<file path="config.mk">
export PLATFORM = sky130hd
export DESIGN_NAME = stride_conflict_pred
export DESIGN_NICKNAME = d
export VERILOG_FILES = /design/src/rtl/stride_conflict_pred.sv
export SDC_FILE = /design/constraint.sdc
export NUM_CORES = 2
export LEC_CHECK = 0
export BUFFER_PORTS_ARGS = -buffer_cell sky130_fd_sc_hd__buf_2
export CAP_MARGIN = 20
export CELL_PAD_IN_SITES_DETAIL_PLACEMENT = 0
export CELL_PAD_IN_SITES_GLOBAL_PLACEMENT = 1
export CORE_MARGIN = 1.5
export CORE_UTILIZATION = 35
export DETAILED_ROUTE_END_ITERATION = 7
export HOLD_SLACK_MARGIN = 0.12
export PLACE_DENSITY = 0.66
export SLEW_MARGIN = 0
export SYNTH_ARGS = -nofsm -noshare
export SYNTH_HDL_FRONTEND = slang
export SYNTH_SLANG_ARGS = --single-unit
</file>
<file path="constraint.sdc">
create_clock -name clk -period 14.5 [get_ports clk]
set_input_delay 2.175 -clock clk [delete_from_list [all_inputs] [get_ports clk]]
set_output_delay 2.175 -clock clk [all_outputs]
set_load 0.01 [all_outputs]
</file>
<file path="src/rtl/stride_conflict_pred.sv">
module stride_conflict_pred #(
  parameter int AW    = 32,
  parameter int IDX_W = 4,
  parameter int TAG_W = 6,
  parameter int NST   = 2,
  parameter int TRUST = 5,
  parameter int DECAY = 5
) (
  input  logic            clk,
  input  logic            rst_n,
  input  logic [AW-1:0]   lk_pc,
  output logic [AW-1:0]   lk_addr,
  output logic            lk_conf,
  input  logic            tr_valid,
  input  logic [AW-1:0]   tr_pc,
  input  logic [AW-1:0]   tr_addr,
  input  logic            fwd_valid,
  input  logic [AW-1:0]   fwd_pc,
  input  logic [AW-1:0]   q_ld_pc,
  input  logic [NST-1:0]  q_st_valid,
  input  logic [NST*AW-1:0] q_st_pc,
  output logic            q_permit,
  output logic            flush_o
);
  localparam int N   = 1 << IDX_W;
  localparam int TLO = IDX_W + 2;
  localparam int NR  = NST + 2;

  logic [AW-1:0]    last_q   [N];
  logic [AW-1:0]    stride_q [N];
  logic [TAG_W-1:0] tag_q    [N];
  logic [2:0]       conf_q   [N];
  logic [2:0]       miss_q   [N];
  logic [N-1:0]     vld_q;
  logic [N-1:0]     cbit_q;
  logic             flush_q;

  logic [NR-1:0][AW-1:0] rd_pc;
  logic [IDX_W-1:0] rd_idx  [NR];
  logic             rd_hit  [NR];
  logic             rd_conf [NR];
  logic [AW-1:0]    rd_pred [NR];

  assign rd_pc[0] = lk_pc;
  assign rd_pc[1] = q_ld_pc;

  for (genvar s = 0; s < NST; s++) begin : g_st
    assign rd_pc[2+s] = q_st_pc[s*AW +: AW];
  end

  for (genvar r = 0; r < NR; r++) begin : g_rd
    assign rd_idx[r]  = rd_pc[r][TLO-1:2];
    assign rd_hit[r]  = vld_q[rd_idx[r]] && (tag_q[rd_idx[r]] == rd_pc[r][TLO+TAG_W-1:TLO]);
    assign rd_conf[r] = rd_hit[r] && (conf_q[rd_idx[r]] >= 3'(TRUST));
    assign rd_pred[r] = last_q[rd_idx[r]] + stride_q[rd_idx[r]];
  end

  assign lk_addr = rd_pred[0];
  assign lk_conf = rd_conf[0];

  logic ld_conf;
  assign ld_conf = rd_conf[1];

  always_comb begin
    q_permit = ld_conf;
    for (int s = 0; s < NST; s++) begin
      if (q_st_valid[s] && cbit_q[rd_idx[2+s]] &&
          !(rd_conf[2+s] && ((rd_pred[2+s] >> 2) != (rd_pred[1] >> 2))))
        q_permit = 1'b0;
    end
  end

  logic [IDX_W-1:0] ti, fi;
  logic             thit, ttrust, tmatch, twrong;
  logic [AW-1:0]    tstride;

  assign ti      = tr_pc[TLO-1:2];
  assign fi      = fwd_pc[TLO-1:2];
  assign thit    = vld_q[ti] && (tag_q[ti] == tr_pc[TLO+TAG_W-1:TLO]);
  assign ttrust  = thit && (conf_q[ti] >= 3'(TRUST));
  assign tstride = tr_addr - last_q[ti];
  assign tmatch  = (tstride == stride_q[ti]);
  assign twrong  = tr_valid && ttrust && !tmatch;

  always_ff @(posedge clk) begin
    if (!rst_n) begin
      vld_q   <= '0;
      cbit_q  <= '0;
      flush_q <= 1'b0;
      for (int e = 0; e < N; e++) begin
        last_q[e]   <= '0;
        stride_q[e] <= '0;
        tag_q[e]    <= '0;
        conf_q[e]   <= '0;
        miss_q[e]   <= '0;
      end
    end else begin
      flush_q <= twrong;
      if (fwd_valid) cbit_q[fi] <= 1'b1;
      if (tr_valid) begin
        last_q[ti] <= tr_addr;
        if (!thit) begin
          vld_q[ti]    <= 1'b1;
          tag_q[ti]    <= tr_pc[TLO+TAG_W-1:TLO];
          stride_q[ti] <= '0;
          conf_q[ti]   <= '0;
          miss_q[ti]   <= '0;
        end else if (tmatch) begin
          if (conf_q[ti] != 3'd7) conf_q[ti] <= conf_q[ti] + 3'd1;
          miss_q[ti] <= '0;
        end else if (ttrust) begin
          if (miss_q[ti] == 3'(DECAY-1)) begin
            stride_q[ti] <= '0;
            conf_q[ti]   <= '0;
            miss_q[ti]   <= '0;
          end else begin
            miss_q[ti] <= miss_q[ti] + 3'd1;
          end
        end else begin
          stride_q[ti] <= tstride;
          conf_q[ti]   <= '0;
          miss_q[ti]   <= '0;
        end
      end
    end
  end

  assign flush_o = flush_q;

  logic unused_bits;
  assign unused_bits = ^{rd_pc, tr_pc, fwd_pc};


  flush_src_chk: assert property (@(posedge clk) disable iff (!rst_n)
    flush_o |-> $past(tr_valid));


  permit_conf_chk: assert property (@(posedge clk) disable iff (!rst_n)
    q_permit |-> ld_conf);


  cbit_set_chk: assert property (@(posedge clk) disable iff (!rst_n)
    $past(fwd_valid) |-> cbit_q[$past(fi)]);


  alloc_chk: assert property (@(posedge clk) disable iff (!rst_n)
    $past(tr_valid && !thit) |-> (conf_q[$past(ti)] == 3'd0 && vld_q[$past(ti)]));

  for (genvar g = 0; g < N; g++) begin : g_chk

    miss_bound_chk: assert property (@(posedge clk) disable iff (!rst_n)
      miss_q[g] < 3'(DECAY));
  end
endmodule

</file>
==> flow_summary.toml <==
[outcome]
outcome = "finished clean"

[setup_path]
slowest_stage = "a31oi_1"
crit_family = "compound AO/OA/AOI/OAI gates"
crit_type = "in2out"
arrival_ps = 10270
start_kind = "primary input"
cp.required_ps = 12320
cp_max_fo = 79
crit_path_cell_trace = "buf_8 > buf_12 > buf_4 > mux4_2 > mux4_2 > ha_1 > a21oi_1 > o21a_1 > a31oi_1 > a41o_1 > a2111o_1 > a31oi_1 > xnor2_1 > xor3_1 > a2111oi_0 > nand4_1 > nor4_1 > a221oi_1 > buf_2"
crit_path_end_kind = "output pin"
critPathMaxStageDelay_ps = 810
path_buf_inv = 4

[yosys]
synth_nets = 6920
ys_types = 87
synth_top_area_share_pct = 41.5
synth_edf_count = 1216
syn-cell-area_mm2 = 0.0979
yosysMostFrequentCell = "mux4_2"
ys.warnings.count = 0
synthCells = 6530
synth_area_leaders = "mux4_2 42%, edfxtp_1 37%, and3_1 3.6%"
synth_flop_cell = "edfxtp_1"
synth_commonest_cells = "1804 x mux4_2, 1216 x edfxtp_1, 558 x and3_1, 509 x clkbuf_1, 497 x nor2_1"
seq_area_frac_synth_pct = 38.0
synth_async_sr_flop_share_pct = 0
yosysTopAreaCell = "mux4_2"
synth_seq_cells = 1249
postSynthAreaPerCell_um2 = 15.0

[detailed_routing]
wl_met2_um = 183000
wire_per_inst_um = 38.8
antenna_left = 0
drt-initial-drc-count = 10800
drtPass1Iterations = 6
vias = 70500
drc = 0
wirelength_um = 393000
viasPerCell = 6.96
met1_length_um = 137000
maxUsedRoutingLayer = "met5"
route.met3.wl_um = 50500

[clocking]
ctsRootBufferMaster = "clkbuf_16"
cts_setup_buffers = 0
clock_sinks = 1249
clock_latency_ps = 850
h-tree-depth = 4
path_clk_slew_ps = 60
postCtsHoldBufs = 0
cts_resized = 0
cts_tree = "yes"
cts_made_buffers = 149
clk_path_buf_depth = 3

[timing]
period_needed_ps = 12450
setup_viol_count_final = 0
skew_ps = 37.1
finalSetupTns_ps = 0
worstMarginPinSlew_ps = 1250
max_freq_mhz = 80.3
hold_viol_final = 0
finalCritPeriodShare_pct = 85.9
relSlewSlack_pct = 16.9
finalMaxSlewViolations = 0
rsz0062_at_grt = "no"

[grt]
grt_pass1_wl_um = 544000
grt_usage_pct = 27.2
antenna_found_initial = 36
grt_pass1_vias = 68100
grt_start_max_net_pins = 117
overflow = 0

[layout]
drive_above_1_share_pct = 38.3
syn2layout_area_growth_pct = 9.67
nNetsFinal = 6671
instances_no_fill = 10100
fillers = 25700

[floorplanning]
ios = 265
dieArea_mm2 = 0.283
fp.dieW_um = 532
die_height_um = 532
coreArea_mm2 = 0.277
initial_utilization_pct = 35.3
num_rows = 193

[placement]
hpwl_um = 242000
dp.cells = 9830
portBuffers = 126
place.gp.congestion = 0.912

[power]
power.density_mw_per_mm2 = 110
p_leak_nw = 37.0
peakVddDrop_uv = 112
p_total_mw = 11.8

[worst_hold_path]
hp-class = "reg2reg"

[job]
drv_cap = 0
## final timing paths
path,from,endpoint,slack (ps),depth (start not counted)
worst max register to register,last_q[14][0],stride_q[15][24],5360,18
worst max-delay path,q_ld_pc[3],q_permit,2050,19
worst min-delay path,cbit_q[3],cbit_q[3],490,1
worst min register to register,cbit_q[3],cbit_q[3],490,1
## layout by cell type (no fill, tap or decap), drive strengths merged, types with 21 or more instances in the layout
| cell type | synthesis | layout |
|---|---|---|
| mux4 | 1804 | 1804 |
| clkinv | 2 | 69 |
| edfxtp | 1216 | 1216 |
| ha | 158 | 158 |
| nand2 | 193 | 193 |
| and2 | 83 | 83 |
| a31oi | 21 | 21 |
| dfxtp | 33 | 33 |
| nor2 | 497 | 497 |
| xnor2 | 143 | 143 |
| nor3 | 274 | 274 |
| clkbuf | 509 | 184 |
| nand4 | 26 | 26 |
| o21a | 36 | 36 |
| a21o | 81 | 81 |
| buf | 213 | 317 |
| and3 | 558 | 558 |
| nand2b | 40 | 40 |
| a21oi | 122 | 122 |
| o21ai | 63 | 63 |
| inv | 82 | 92 |
| nand3 | 51 | 51 |
| xor2 | 69 | 69 |
## cell type report
class                           count  area (µm²)  share of cell area [%]
Multi-Input combinational cell   4475       57900                    53.9
Tap cell                         3705        4640                    4.32
Timing Repair Buffer              322        2390                    2.23
Sequential cell                  1249       37200                    34.6
Inverter                           84         315                   0.294
Clock inverter                     96         996                   0.928
Antenna cell                       16        40.0                  0.0373
Clock buffer                      179        3940                    3.67
## power by group
part	switching (mW)	total (mW)	leakage [nW]	internal, mW
clock network	1.68	3.88	2.40	2.20
registers	0.186	4.33	12.3	4.14
logic	2.01	3.55	22.2	1.54
## through the flow
stage          instance area, µm²  hold WS (ps)  utilization, %  setup slack, ps
2_1_floorplan               97900           452               -             3130
3_3_place_gp               102000           461            36.9             2120
3_5_place_dp               102000           473            36.9             2170
4_1_cts                    107000           488            38.7             2140
5_1_grt                    107000           507            38.7             1820
6_report                   107000           485            38.7             2050
## state kept, by name, summed over array words and instances, names as in the netlist
signal    cells
flush_o       1
tag_q        96
miss_q       48
vld_q        16
conf_q       48
stride_q    512
cbit_q       16
last_q      512
## logic make-up (layout without fill, tap and decap cells)
group	Yosys count	after routing	share of synthesized area [%]
buf+inv	806	681	3.27
compound gates	454	454	3.12
fa+ha+maj	160	160	2.06
mux	1814	1814	41.6
simple gates	1810	1810	9.48
other cells	0	16	0
xor+xnor	237	237	2.48
flops	1249	1249	38.0
## per-layer routing
| metal | vias to the layer above | global-route usage [%] |
|---|---|---|
| li1 | 27100 | - |
| met1 | 36700 | 34.1 |
| met2 | 5583 | 42.9 |
| met3 | 1139 | 8.05 |
| met4 | 32 | 13.5 |
| met5 | - | 0 |
Power figures use the tool's default switching activity.
